[src/rtl/flash_cmd_pkg.sv]
package flash_cmd_pkg;

    localparam int BYTE_W     = 8;
    localparam int OPC_W      = 8;
    localparam int MODE_W     = 8;
    localparam int DUMMY_W    = 5;
    localparam int DIV_W      = 4;
    localparam int ADDR_BYTES = 4;
    localparam int DATA_BYTES = 8;

    localparam int ADDR_W   = ADDR_BYTES * BYTE_W;
    localparam int DATA_W   = DATA_BYTES * BYTE_W;
    localparam int WORD_W   = DATA_W / 2;
    localparam int ABYTE_CW = $clog2(ADDR_BYTES);
    localparam int DBYTE_CW = $clog2(DATA_BYTES);
    localparam int BITCNT_W = $clog2(DATA_W + 1);
    localparam int BYTE_SH  = $clog2(BYTE_W);
    localparam int AIDX_W   = $clog2(ADDR_W);
    localparam int DIDX_W   = $clog2(DATA_W);

    // enum order is the transmit order of the phases
    typedef enum logic [2:0] {
        PH_IDLE  = 3'd0,
        PH_OPC   = 3'd1,
        PH_ADDR  = 3'd2,
        PH_MODE  = 3'd3,
        PH_DUMMY = 3'd4,
        PH_WDATA = 3'd5,
        PH_RDATA = 3'd6
    } phase_e;

    typedef struct packed {
        logic [OPC_W-1:0]    opcode;
        logic [DUMMY_W-1:0]  dummy;
        logic                addr_en;
        logic [ABYTE_CW-1:0] addr_m1;
        logic                mode_en;
        logic [MODE_W-1:0]   mode;
        logic                wr_en;
        logic [DBYTE_CW-1:0] wr_m1;
        logic                rd_en;
        logic [DBYTE_CW-1:0] rd_m1;
        logic [ADDR_W-1:0]   addr;
        logic [DATA_W-1:0]   wdata;
        logic [DIV_W-1:0]    div_m1;
    } cmd_cfg_t;

    function automatic logic phase_on(input phase_e ph, input cmd_cfg_t c);
        case (ph)
            PH_OPC:   return 1'b1;
            PH_ADDR:  return c.addr_en;
            PH_MODE:  return c.mode_en;
            PH_DUMMY: return (c.dummy != '0);
            PH_WDATA: return c.wr_en;
            PH_RDATA: return c.rd_en;
            default:  return 1'b0;
        endcase
    endfunction

    function automatic logic [BITCNT_W-1:0] phase_bits(input phase_e ph, input cmd_cfg_t c);
        case (ph)
            PH_OPC:   return BITCNT_W'(OPC_W);
            PH_ADDR:  return BITCNT_W'((int'(c.addr_m1) + 1) * BYTE_W);
            PH_MODE:  return BITCNT_W'(MODE_W);
            PH_DUMMY: return BITCNT_W'(c.dummy);
            PH_WDATA: return BITCNT_W'((int'(c.wr_m1) + 1) * BYTE_W);
            PH_RDATA: return BITCNT_W'((int'(c.rd_m1) + 1) * BYTE_W);
            default:  return '0;
        endcase
    endfunction

    // lowest enabled phase above the current one, else idle
    function automatic phase_e next_phase(input phase_e ph, input cmd_cfg_t c);
        phase_e res;
        res = PH_IDLE;
        for (int i = int'(PH_RDATA); i >= int'(PH_OPC); i--) begin
            if (i > int'(ph) && phase_on(phase_e'(i), c)) begin
                res = phase_e'(i);
            end
        end
        return res;
    endfunction

endpackage

[src/rtl/flash_sclk_gen.sv]
module flash_sclk_gen
    import flash_cmd_pkg::*;
#(
    parameter int DW = DIV_W
) (
    input  logic          clk,
    input  logic          rst_n,
    input  logic          run,
    input  logic [DW-1:0] half_m1,
    output logic          rise_tick,
    output logic          bit_end,
    output logic          sclk
);
    localparam int CNT_W = DW + 1;

    typedef struct packed {
        logic [CNT_W-1:0] cnt;
        logic             sclk;
    } clk_st_t;

    clk_st_t st_d, st_q;

    always_comb begin
        st_d      = st_q;
        rise_tick = run && (st_q.cnt == {1'b0, half_m1});
        bit_end   = run && (st_q.cnt == {half_m1, 1'b1});
        if (!run || bit_end) begin
            st_d.cnt  = '0;
            st_d.sclk = 1'b0;
        end else begin
            st_d.cnt = st_q.cnt + CNT_W'(1);
            if (rise_tick) begin
                st_d.sclk = 1'b1;
            end
        end
    end

    always_ff @(posedge clk or negedge rst_n) begin
        if (!rst_n) begin
            st_q <= '0;
        end else begin
            st_q <= st_d;
        end
    end

    assign sclk = st_q.sclk;

endmodule

[src/rtl/flash_phase_ctrl.sv]
module flash_phase_ctrl
    import flash_cmd_pkg::*;
(
    input  logic                clk,
    input  logic                rst_n,
    input  logic                go,
    input  logic                bit_end,
    input  cmd_cfg_t            cfg_in,
    output phase_e              phase,
    output logic [BITCNT_W-1:0] bit_idx,
    output cmd_cfg_t            cfg,
    output logic                start
);
    typedef struct packed {
        phase_e              ph;
        logic [BITCNT_W-1:0] bits;
        cmd_cfg_t            cfg;
    } seq_st_t;

    seq_st_t             st_d, st_q;
    logic                last_bit;
    logic [BITCNT_W-1:0] ph_len;

    always_comb begin
        st_d     = st_q;
        start    = go && (st_q.ph == PH_IDLE);
        ph_len   = phase_bits(st_q.ph, st_q.cfg);
        last_bit = (st_q.bits == ph_len - BITCNT_W'(1));
        if (start) begin
            st_d.ph   = PH_OPC;
            st_d.bits = '0;
            st_d.cfg  = cfg_in;
        end else if (st_q.ph != PH_IDLE && bit_end) begin
            if (last_bit) begin
                st_d.ph   = next_phase(st_q.ph, st_q.cfg);
                st_d.bits = '0;
            end else begin
                st_d.bits = st_q.bits + BITCNT_W'(1);
            end
        end
    end

    always_ff @(posedge clk or negedge rst_n) begin
        if (!rst_n) begin
            st_q <= '0;
        end else begin
            st_q <= st_d;
        end
    end

    assign phase   = st_q.ph;
    assign bit_idx = st_q.bits;
    assign cfg     = st_q.cfg;

endmodule

[src/rtl/flash_shift_dp.sv]
module flash_shift_dp
    import flash_cmd_pkg::*;
(
    input  logic                clk,
    input  logic                rst_n,
    input  logic                start,
    input  phase_e              phase,
    input  logic [BITCNT_W-1:0] bit_idx,
    input  cmd_cfg_t            cfg,
    input  logic                rise_tick,
    input  logic                miso,
    output logic                mosi,
    output logic [DATA_W-1:0]   rd_data
);
    typedef struct packed {
        logic [DATA_W-1:0] rd;
    } rx_st_t;

    rx_st_t              st_d, st_q;
    logic [BYTE_SH-1:0]  bit_pos;
    logic [BITCNT_W-1:0] addr_last;
    logic [BITCNT_W-1:0] addr_pos;
    logic [DIDX_W-1:0]   data_pos;

    // byte-serial MSB-first position decode, no shift register
    always_comb begin
        bit_pos   = ~bit_idx[BYTE_SH-1:0];
        addr_last = BITCNT_W'((int'(cfg.addr_m1) + 1) * BYTE_W - 1);
        addr_pos  = addr_last - bit_idx;
        data_pos  = {bit_idx[DIDX_W-1:BYTE_SH], bit_pos};
    end

    always_comb begin
        case (phase)
            PH_OPC:   mosi = cfg.opcode[bit_pos];
            PH_ADDR:  mosi = cfg.addr[addr_pos[AIDX_W-1:0]];
            PH_MODE:  mosi = cfg.mode[bit_pos];
            PH_WDATA: mosi = cfg.wdata[data_pos];
            default:  mosi = 1'b0;
        endcase
    end

    always_comb begin
        st_d = st_q;
        if (start) begin
            st_d.rd = '0;
        end else if (rise_tick && phase == PH_RDATA) begin
            st_d.rd[data_pos] = miso;
        end
    end

    always_ff @(posedge clk or negedge rst_n) begin
        if (!rst_n) begin
            st_q <= '0;
        end else begin
            st_q <= st_d;
        end
    end

    assign rd_data = st_q.rd;

endmodule

[src/rtl/flash_cmd_seq.sv]
module flash_cmd_seq
    import flash_cmd_pkg::*;
(
    input  logic                clk,
    input  logic                rst_n,
    input  logic [OPC_W-1:0]    cmd_opcode,
    input  logic [DUMMY_W-1:0]  cmd_dummy,
    input  logic                addr_en,
    input  logic [ABYTE_CW-1:0] addr_bytes_m1,
    input  logic                mode_en,
    input  logic [MODE_W-1:0]   mode_byte,
    input  logic                wr_en,
    input  logic [DBYTE_CW-1:0] wr_bytes_m1,
    input  logic                rd_en,
    input  logic [DBYTE_CW-1:0] rd_bytes_m1,
    input  logic [ADDR_W-1:0]   cmd_addr,
    input  logic [WORD_W-1:0]   wr_lo,
    input  logic [WORD_W-1:0]   wr_hi,
    input  logic [DIV_W-1:0]    clk_div_code,
    input  logic                cmd_go,
    output logic                cmd_busy,
    output logic                eng_idle,
    output logic [WORD_W-1:0]   rd_lo,
    output logic [WORD_W-1:0]   rd_hi,
    output logic                spi_sclk,
    output logic                spi_cs_n,
    output logic                spi_mosi,
    input  logic                spi_miso
);
    cmd_cfg_t            cfg_in;
    cmd_cfg_t            cfg_run;
    phase_e              phase;
    logic [BITCNT_W-1:0] bit_idx;
    logic                start;
    logic                active;
    logic                rise_tick;
    logic                bit_end;
    logic                mosi_raw;
    logic [DATA_W-1:0]   rd_data;

    always_comb begin
        cfg_in.opcode  = cmd_opcode;
        cfg_in.dummy   = cmd_dummy;
        cfg_in.addr_en = addr_en;
        cfg_in.addr_m1 = addr_bytes_m1;
        cfg_in.mode_en = mode_en;
        cfg_in.mode    = mode_byte;
        cfg_in.wr_en   = wr_en;
        cfg_in.wr_m1   = wr_bytes_m1;
        cfg_in.rd_en   = rd_en;
        cfg_in.rd_m1   = rd_bytes_m1;
        cfg_in.addr    = cmd_addr;
        cfg_in.wdata   = {wr_hi, wr_lo};
        cfg_in.div_m1  = clk_div_code;
    end

    flash_phase_ctrl u_ctrl (
        .clk     (clk),
        .rst_n   (rst_n),
        .go      (cmd_go),
        .bit_end (bit_end),
        .cfg_in  (cfg_in),
        .phase   (phase),
        .bit_idx (bit_idx),
        .cfg     (cfg_run),
        .start   (start)
    );

    assign active = (phase != PH_IDLE);

    flash_sclk_gen #(.DW(DIV_W)) u_sclk (
        .clk       (clk),
        .rst_n     (rst_n),
        .run       (active),
        .half_m1   (cfg_run.div_m1),
        .rise_tick (rise_tick),
        .bit_end   (bit_end),
        .sclk      (spi_sclk)
    );

    flash_shift_dp u_dp (
        .clk       (clk),
        .rst_n     (rst_n),
        .start     (start),
        .phase     (phase),
        .bit_idx   (bit_idx),
        .cfg       (cfg_run),
        .rise_tick (rise_tick),
        .miso      (spi_miso),
        .mosi      (mosi_raw),
        .rd_data   (rd_data)
    );

    assign spi_mosi = active & mosi_raw;
    assign spi_cs_n = ~active;
    assign cmd_busy = active;
    assign eng_idle = ~active;
    assign rd_lo    = rd_data[WORD_W-1:0];
    assign rd_hi    = rd_data[DATA_W-1:WORD_W];

endmodule

[config.mk]
export PLATFORM = sky130hd
export DESIGN_NAME = flash_cmd_seq
export DESIGN_NICKNAME = d
export VERILOG_FILES = /design/src/rtl/flash_cmd_pkg.sv /design/src/rtl/flash_sclk_gen.sv /design/src/rtl/flash_phase_ctrl.sv /design/src/rtl/flash_shift_dp.sv /design/src/rtl/flash_cmd_seq.sv
export SDC_FILE = /design/constraint.sdc
export NUM_CORES = 1
export LEC_CHECK = 0
export ABC_CLOCK_PERIOD_IN_PS = 3100
export CORE_MARGIN = 10
export CORE_UTILIZATION = 47
export DETAILED_ROUTE_END_ITERATION = 10
export GPL_ROUTABILITY_DRIVEN = 0
export PLACE_DENSITY_LB_ADDON = 0.3
export SYNTH_ARGS = -nofsm -noshare
export SYNTH_HDL_FRONTEND = slang
export SYNTH_HIERARCHICAL = 1
export SYNTH_SLANG_ARGS = --single-unit
[constraint.sdc]
create_clock -name clk -period 3.1 [get_ports clk]
set_clock_uncertainty 0.15 [all_clocks]
set_input_delay 0.62 -clock clk [delete_from_list [all_inputs] [get_ports clk]]
set_output_delay 0.62 -clock clk [all_outputs]
set_load 0.01 [all_outputs]
=== After elaboration in Yosys (flattened, before gate mapping) ===
Index checks and enable logic that the tools add are counted.

* Bits in registers: 213
* Input port bits: 137
* Logic and storage cells: 116

* Add/subtract/negate cells: 8
* Reductions and logical operators: 23
* Bitwise logic cells: 3
* Equality and inequality tests: 9
* Order comparisons: 10
* Muxes and demuxes: 45

{| class="wikitable"
|+ Operators with widths
! kind !! count
|-
| 64-bit two-way mux || 2
|-
| 64-bit bitwise mux || 1
|-
| 7-bit case mux with 5 select lines || 1
|-
| 1-bit two-way mux || 24
|-
| 3-bit two-way mux || 7
|-
| 10-bit two-way mux || 2
|-
| 1-bit logical AND || 12
|-
| 3-bit == test (second input constant) || 3
|-
| 3-bit > comparator (first input constant) || 3
|-
| 3-bit by 1-bit adder with 4-bit output (second input constant) || 2
|-
| 2-bit nonzero test || 4
|-
| 7-bit by 1-bit adder with 7-bit output (second input constant) || 1
|-
| 7-bit == test || 1
|-
| 6-bit by 7-bit < comparator with 1-bit output (second input constant) || 1
|-
| 7-bit two-way mux || 1
|-
| 7-bit by 1-bit subtractor with 7-bit output (second input constant) || 1
|-
| 1-bit binary-select mux with 3-bit select || 2
|-
| 1-bit binary-select mux with 6-bit select || 1
|-
| 1-bit demux with 6-bit select || 1
|-
| 3-bit by 2-bit == test with 1-bit output (second input constant) || 2
|-
| 6-bit by 1-bit greater-or-equal comparator with 1-bit output (second input constant) || 1
|-
| 2-bit by 3-bit > comparator with 1-bit output (first input constant) || 2
|-
| 5-bit by 6-bit < comparator with 1-bit output (second input constant) || 1
|-
| 6-bit two-way mux || 1
|-
| other kinds (21) || 21
|}

=== Longest topological paths before layout ===
Gate-level depths: netlist of run 1.

* Word-level depth: 18
* Gate-level depth with buffers: 12

=== By module ===
The synthesis of run 1 kept the hierarchy.

{| class="wikitable"
|+ By module, submodules not included
! module !! area an instance (um2) !! cells each !! sequential area each (um2) !! instances
|-
| flash_phase_ctrl || 6047.0 || 694 || 3578.4 || 1
|-
| flash_shift_dp || 4239.1 || 502 || 1601.5 || 1
|-
| flash_sclk_gen || 377.9 || 35 || 150.1 || 1
|-
| flash_cmd_seq || 28.8 || 4 || 0.0 || 1
|}

=== Worst setup path after synthesis of run 1 ===
Ideal clock, no wire load.

* Path type: register -> register
* From: register u_ctrl.st_q (netlist bit u_ctrl/phase[0])
* To: register u_ctrl.st_q (netlist bit u_ctrl/phase[1])
* Stages on the path, launching flop included: 11
* Slack: 0.046 ns
* Clock period less this slack: 3.054 ns
* Required time: 2.825 ns
* Path buffers: 0
* Setup time: 0.125 ns
* Data arrival time: 2.779 ns
* Cell sequence: dfrtp_1 > nand3b_1 > mux2_2 > ha_1 > xnor2_1 > a211oi_1 > o21ai_0 > o21a_1 > and4b_1 > o211a_4 > mux2_4

* Cells in the longest elaborated chain, start to end: 11

{| class="wikitable"
|+ Ends and longest elaborated chain
! item !! line !! source
|-
| from (decl) || flash_phase_ctrl.sv:20 || <nowiki>seq_st_t st_d, st_q;</nowiki>
|-
| from (signal assigned) || flash_phase_ctrl.sv:47 || <nowiki>st_q <= st_d;</nowiki>
|-
| parallel branches: the longest is 11 deep, another holds 7-bit by 1-bit subtractor with 7-bit output || -- ||
|}

Parallel ways; which one is timed is not known. The select of a mux whose other input is x is not followed.
A chain may end at the register's enable or synchronous reset.

=== Worst setup path in the final report of run 1 ===
* From: register u_ctrl.st_q (netlist bit u_ctrl/bit_idx[1])
* To: output spi_mosi

* Cells in the longest elaborated chain, start to end: 5

{| class="wikitable"
|+ Ends and longest elaborated chain
! item !! line !! source
|-
| 5-bit subtractor / 3-bit NOT (equally long branches) || flash_shift_dp.sv:29, flash_shift_dp.sv:27 ||
|-
| 1-bit binary-select mux with 5-bit select (tied with other cells) || flash_shift_dp.sv:36 || <nowiki>PH_ADDR: mosi = cfg.addr[addr_pos[AIDX_W-1:0]];</nowiki>
|-
| 1-bit two-way mux (on tied branches) || -- ||
|-
| 1-bit case mux with 4 select lines (*) || flash_shift_dp.sv:34 || <nowiki>case (phase)</nowiki>
|-
| named net mosi_raw || flash_cmd_seq.sv:38 || <nowiki>logic mosi_raw;</nowiki>
|-
| 1-bit AND (*) || flash_cmd_seq.sv:94 || <nowiki>assign spi_mosi = active & mosi_raw;</nowiki>
|-
| to (decl) || flash_cmd_seq.sv:27 || <nowiki>output logic spi_mosi,</nowiki>
|}

The timed path passes the listed nets; every way through them passes the cells marked *. The select of a mux whose other input is x is not followed.

==> results.py, run 1 <==
metrics = {
    "detailed_routing": {
        "wl_per_cell_um": 17.93,
        "drc_errors": 0,
        "wl_um": 32010,
        "drtIter0Drc": 891,
        "antenna_left": 0,
        "drtPass1Iterations": 5,
        "routed-via-count": 9738,
        "via_per_inst": 5.455,
    },
    "clock_tree": {
        "clockRootBuffer": "clkbuf_16",
        "cts_buffers": 23,
        "h-tree-depth": 1,
        "cts_sinks": 213,
        "cts_buffer_depth": 3,
        "clock_latency_ns": 0.50,
        "clk_pin_slew_worst_paths_ns": 0.06,
        "cts_tree": "built",
    },
    "layout": {
        "fin_util_pct": 64.36,
        "antenna_cells": 0,
        "mostFrequentLayoutCells": "509 x nand2_1, 210 x dfrtp_1, 202 x clkdlybuf4s50_1",
        "final_common_cell": "nand2_1",
        "layout-drive-gt1-share_pct": 13.87,
        "nets": 1627,
        "syn_to_final_growth_pct": 35.46,
        "fin_cells": 1785,
    },
    "worst_setup_path": {
        "required_ns": 2.33,
        "worstPathMaxFanout": 5,
        "start_kind": "flip-flop",
        "endpoint": "spi_mosi",
        "ff2ff_path_depth": 10,
        "cpMaxStageDelayCell": "mux4_2",
        "r2r_start": "u_ctrl/phase[0]$_DFFE_PN0P_",
        "crit_path_frequent_cell": "buf_6",
        "critPathTopFamily": "multiplexers",
        "critPathCaptureType": "output port",
        "crit_path_start": "u_ctrl/bit_idx[1]$_DFFE_PN0P_",
        "path_depth": 10,
        "crit_type": "flip-flop to output port",
        "cp_num_buf_inv": 4,
        "arrival_ns": 2.71,
        "timing.rr.end": "u_ctrl/phase[1]$_DFFE_PN0P_",
        "worstPathCellList": "buf_6 > buf_12 > buf_6 > mux4_2 > mux2i_2 > a211oi_2 > a211oi_2 > o31ai_2 > o31a_2 > buf_6",
        "slowest_delay_ns": 0.49,
        "worst-r2r-setup-slack_ns": 0.08,
    },
    "grt": {
        "grt_pass1_vias": 9768,
        "grt_antenna_before_repair": 0,
        "grt_usage_pct": 21.63,
        "grt_pass1_wl_um": 51410,
        "grt_max_degree": 133,
        "grt_overflow": 0,
    },
    "timing": {
        "setup_tns_ns": -0.3847,
        "slew_violations": 0,
        "clock.fmax_mhz": 287.0,
        "rsz0062_at_grt": "true",
        "setup_ws_ns": -0.3847,
        "slew_headroom_pct": 59.27,
        "report.final.setup_viol": 1,
        "period_needed_ns": 3.485,
        "worst_slew_pin_slew_ns": 0.6110,
        "hold_violations": 0,
        "finalCritPeriodShare_pct": 112.4,
    },
    "synth": {
        "synth_edf_count": 0,
        "synthTopCellsByArea": "dfrtp_1 50%, nand2_1 18%, a21oi_1 3.3%",
        "synth_top_area_share_pct": 49.85,
        "netlist_instances": 1235,
        "ys_warn_count": 6,
        "synth_fp_nets": 1378,
        "avgSynthCellArea_um2": 8.658,
        "synthArstFlopShare_pct": 100.0,
        "ys_seq_area_share_pct": 49.85,
        "ys_ff_latch": 213,
        "yosys.area.top_type": "dfrtp_1",
        "netlist_area_mm2": 0.01069,
        "ys_dominant_reg_cell": "dfrtp_1",
        "synth_cell_types": 78,
    },
    "die": {
        "die_w_um": 170.8,
        "initial_utilization_pct": 47.52,
        "coreArea_mm2": 0.02250,
        "die_y_um": 170.8,
        "die_area_mm2": 0.02918,
        "ios": 206,
        "row_count": 55,
    },
    "pwr": {
        "p_leak_nw": 6.622,
        "power.density_mw_per_mm2": 784.0,
        "swShare_pct": 34.49,
        "pwr-share-clk_pct": 24.4,
        "intPower_w": 0.007439,
        "power.switching_w": 0.003916,
        "peakVddDrop_mv": 0.3458,
        "p_comb_share_pct": 34.4,
        "seqPwrFrac_pct": 41.2,
    },
    "min_path": {
        "hold_class": "primary input to flip-flop",
    },
    "status": {
        "violations": "setup timing",
        "status": "complete, but fails checks",
    },
    "job": {
        "drv_cap": 0,
    },
    "placed_design": {
        "place_hpwl_um": 23350,
        "pre_cts_ws_ns": -0.3097,
        "numPortBuffers": 205,
        "dp_cells": 1731,
    },
}
==> synthesized netlist by cell type (7+ instances only) <==
library cell,count
a21oi_1,71
a22oi_1,14
nor2b_1,7
mux2i_1,15
nand3b_1,7
nand3_1,43
nor3_1,8
buf_4,8
mux4_2,8
dfrtp_1,213
nor2_1,40
nand2_1,510
inv_1,11
nand4_1,13
buf_2,17
o21ai_0,46
xnor2_1,15
clkbuf_1,46
==> worst min path at each step <==
| stage | from | end | slack, ns | depth (start not counted) |
|---|---|---|---|---|
| after global placement | u_ctrl/cfg[88]$_DFFE_PN0P_ | u_ctrl/cfg[88]$_DFFE_PN0P_ | 0.31 | 2 |
| after floorplan | rst_n | u_ctrl/bit_idx[0]$_DFFE_PN0P_ | 0.17 | 0 |
| final | spi_miso | u_dp/rd_data[38]$_DFFE_PN0P_ | 0.24 | 3 |
| after detailed placement | u_ctrl/cfg[88]$_DFFE_PN0P_ | u_ctrl/cfg[88]$_DFFE_PN0P_ | 0.31 | 2 |
| after CTS | spi_miso | u_dp/rd_data[38]$_DFFE_PN0P_ | 0.24 | 3 |
| after global routing | spi_miso | u_dp/rd_data[38]$_DFFE_PN0P_ | 0.27 | 3 |
==> cells by family (layout without fill, tap and decap cells) <==
group | after synthesis | in the layout | synth area share (%)
mux | 29 | 29 | 3.932
simple gates | 678 | 678 | 27.50
xor+xnor | 23 | 23 | 2.083
buf+inv | 93 | 358 | 4.166
compound gates | 193 | 193 | 11.77
flops | 213 | 213 | 49.85
fa+ha+maj | 6 | 6 | 0.7021
==> layer usage <==
layer / vias up / routed length [µm] / share of wire (%) / global-route usage, %
li1: 4642 / - / - / -
met1: 4627 / 13260 / 41 / 27.99
met2: 394 / 15160 / 47 / 34.86
met3: 75 / 2509 / 7.8 / 4.493
met4: 0 / 1086 / 3.4 / 8.469
met5: - / 0 / 0 / 0
==> what timing repair did <==
item | CTS | global route
cloned | 1 | 0
endpoints found under the hold margin | 64 | 0
endpoints found under the setup margin | 9 | 50
gates resized for setup | 20 | 17
hold buffers | 1 | 0
pin swaps | 8 | 2
setup buffers | 8 | 3
==> worst min-delay path, stage by stage <==
cell	delay, ns
buf_2	0.13
nand2_1	0.06
a21oi_1	0.05
==> final cells by class <==
cell class / instances / area [µm²]
timing repair buffer: 303 / 2948
clock buffer: 27 / 610.6
clock inverter: 14 / 151.4
fill: 1845 / 8019
inverter: 14 / 57.56
tap: 285 / 356.6
sequential: 213 / 5334
multi-input combinational: 929 / 5026
==> registers in the layout, summed over array words and instances (netlist names) <==
name and cells:
u_ctrl/bit_idx 7, u_ctrl/cfg 133, u_ctrl/phase 3, u_dp/rd_data 64, u_sclk/sclk 1, u_sclk/st_q 5
==> power groups by stage <==
stage	logic (W)	registers, W	clock network (W)
after CTS	0.00383	0.00469	0.00282
after floorplan	0.00239	0.00439	0
after global placement	0.00347	0.00472	0
after detailed placement	0.00361	0.00472	0
after global routing	0.00433	0.00479	0.00295
final	0.00390	0.00468	0.00277
==> stage by stage <==
step / cell area, µm² / hold slack, ns / total power [W]
6_report: 14480 / 0.2447 / 0.01136
3_5_place_dp: 13460 / 0.3090 / 0.008333
3_3_place_gp: 13460 / 0.3095 / 0.008193
2_1_floorplan: 10690 / 0.1744 / 0.006775
5_1_grt: 14480 / 0.2652 / 0.01208
4_1_cts: 14380 / 0.2361 / 0.01133
Note: power is estimated with default switching activity, not from simulation.
==> inputs of run 2 (changes only) <==
--- a/config.mk
+++ b/config.mk
@@ -7,7 +7,7 @@
 export LEC_CHECK = 0
 export ABC_CLOCK_PERIOD_IN_PS = 3100
 export CORE_MARGIN = 10
-export CORE_UTILIZATION = 47
+export CORE_UTILIZATION = 40
 export DETAILED_ROUTE_END_ITERATION = 10
 export GPL_ROUTABILITY_DRIVEN = 0
 export PLACE_DENSITY_LB_ADDON = 0.3
==> results.py, run 2 (synthesized netlist as in run 1, its figures left out) <==
metrics = {
    "status": {
        "violations": "setup timing",
        "status": "complete, but fails checks",
    },
    "die": {
        "initial_utilization_pct": 40.80,
        "ios": 206,
        "die_w_um": 183.5,
        "die_y_um": 183.5,
        "row_count": 59,
        "coreArea_mm2": 0.02621,
        "die_area_mm2": 0.03367,
    },
    "worst_setup_path": {
        "worstPathMaxFanout": 5,
        "slowest_delay_ns": 0.46,
        "arrival_ns": 2.76,
        "ff2ff_path_depth": 11,
        "endpoint": "spi_mosi",
        "start_kind": "flip-flop",
        "timing.rr.end": "u_ctrl/bit_idx[4]$_DFFE_PN0P_",
        "critPathCaptureType": "output port",
        "required_ns": 2.33,
        "crit_path_start": "u_ctrl/bit_idx[1]$_DFFE_PN0P_",
        "worst-r2r-setup-slack_ns": 0.14,
        "crit_type": "flip-flop to output port",
        "worstPathCellList": "buf_6 > and2_2 > a22oi_2 > o32ai_1 > a2111oi_0 > and4b_1 > o31ai_2 > o31a_2 > buf_6",
        "cpMaxStageDelayCell": "dfrtp_2",
        "r2r_start": "u_ctrl/phase[0]$_DFFE_PN0P_",
        "crit_path_frequent_cell": "buf_6",
    },
    "detailed_routing": {
        "antenna_left": 0,
        "routed-via-count": 9663,
        "via_per_inst": 5.249,
        "wl_per_cell_um": 17.66,
        "drtPass1Iterations": 5,
        "drc_errors": 0,
        "drtIter0Drc": 925,
        "wl_um": 32510,
    },
    "timing": {
        "slew_headroom_pct": 40.40,
        "hold_violations": 0,
        "slew_violations": 0,
        "worst_slew_pin_slew_ns": 0.8940,
        "report.final.setup_viol": 1,
        "setup_ws_ns": -0.4276,
        "setup_tns_ns": -0.4276,
        "finalCritPeriodShare_pct": 113.8,
        "period_needed_ns": 3.528,
        "clock.fmax_mhz": 283.5,
        "rsz0062_at_grt": "true",
    },
    "grt": {
        "grt_pass1_vias": 9639,
        "grt_antenna_before_repair": 0,
        "grt_max_degree": 77,
        "grt_overflow": 0,
        "grt_pass1_wl_um": 52160,
        "grt_usage_pct": 18.85,
    },
    "layout": {
        "fin_util_pct": 55.44,
        "syn_to_final_growth_pct": 35.88,
        "nets": 1632,
        "antenna_cells": 0,
        "largest_register_ffs": 133,
        "fillers": 2319,
        "mostFrequentLayoutCells": "509 x nand2_1, 210 x dfrtp_1, 202 x clkdlybuf4s50_1",
        "layout-drive-gt1-share_pct": 13.81,
        "final_common_cell": "nand2_1",
    },
    "clock_tree": {
        "cts_sinks": 213,
        "cts_buffer_depth": 3,
        "clock_latency_ns": 0.52,
        "clk_pin_slew_worst_paths_ns": 0.06,
        "clockRootBuffer": "clkbuf_16",
        "h-tree-depth": 1,
        "cts_tree": "built",
        "cts_buffers": 23,
    },
    "placed_design": {
        "numPortBuffers": 205,
        "pre_cts_ws_ns": -0.3176,
        "place_hpwl_um": 23800,
    },
    "pwr": {
        "p_leak_nw": 6.601,
        "power.density_mw_per_mm2": 773.6,
        "finalPower_w": 0.01124,
        "peakVddDrop_mv": 0.3057,
    },
    "min_path": {
        "hold_depth": 2,
        "hold_class": "flip-flop to flip-flop",
    },
    "job": {
        "drv_cap": 0,
    },
}
run 2: changes by cell type in the layout (fill, tap and decap cells not counted), sizes merged:
cell and change:
clkinvlp -1, and2 +1, clkinv -6, bufinv -2, clkbuf +10, buf +4
run 2: how the worst min path moves through the flow:
stage                                          start  slack, ns                            end
final                     u_ctrl/cfg[68]$_DFFE_PN0P_       0.32     u_ctrl/cfg[68]$_DFFE_PN0P_
after global routing      u_ctrl/cfg[87]$_DFFE_PN0P_       0.35     u_ctrl/cfg[87]$_DFFE_PN0P_
after CTS                 u_ctrl/cfg[68]$_DFFE_PN0P_       0.32     u_ctrl/cfg[68]$_DFFE_PN0P_
after detailed placement  u_ctrl/cfg[68]$_DFFE_PN0P_       0.31     u_ctrl/cfg[68]$_DFFE_PN0P_
after global placement    u_ctrl/cfg[87]$_DFFE_PN0P_       0.31     u_ctrl/cfg[87]$_DFFE_PN0P_
after floorplan                                rst_n       0.17  u_ctrl/bit_idx[0]$_DFFE_PN0P_
run 2: area by class of cell:
type	count	area [µm²]	area share, %
repair buffers	307	2937	20.21
inverters	14	57.56	0.3961
multi-input cells	930	5032	34.64
well taps	335	419.2	2.885
clock inverters	5	61.31	0.4220
flip-flops and latches	213	5334	36.71
clock buffers	37	688.2	4.736
run 2: metal layers:
| layer | global-route usage (%) | up-vias | share of wire [%] |
|---|---|---|---|
| li1 | - | 4662 | - |
| met1 | 25.66 | 4622 | 44 |
| met2 | 30.14 | 330 | 47 |
| met3 | 3.676 | 49 | 7.0 |
| met4 | 4.820 | 0 | 1.9 |
| met5 | 0 | - | 0 |
run 2: power by group:
| part | switching [W] | internal, W |
|---|---|---|
| Sequential | 0.000837 | 0.00381 |
| Combinational | 0.00192 | 0.00195 |
| Clock | 0.00112 | 0.00160 |
run 2: what timing repair did:
item                       4_1_cts  5_1_grt
setup endpoints to repair        1       20
cloned                           2        0
pin swaps                       10       12
hold endpoints to repair        64        0
buffers inserted                 6        6
gates resized for setup         22       19
hold buffers                     1        0
run 2: critical path: cells and delay by family (launching register included):
family | cells | cell delay (ns)
and+or+nand+nor | 2 | 0.54
AOI/OAI and AO/OA | 5 | 0.96
DFF | 1 | 0.46
buffers and inverters | 2 | 0.29
run 2: per-stage QoR:
| stage | instances | hold slack (ns) | cell area (µm²) |
|---|---|---|---|
| after floorplan | 1235 | 0.1744 | 10690 |
| after global placement | 1784 | 0.3110 | 13540 |
| after detailed placement | 1784 | 0.3080 | 13540 |
| after CTS | 1835 | 0.3228 | 14400 |
| after global routing | 1841 | 0.3473 | 14530 |
| final | 1841 | 0.3232 | 14530 |
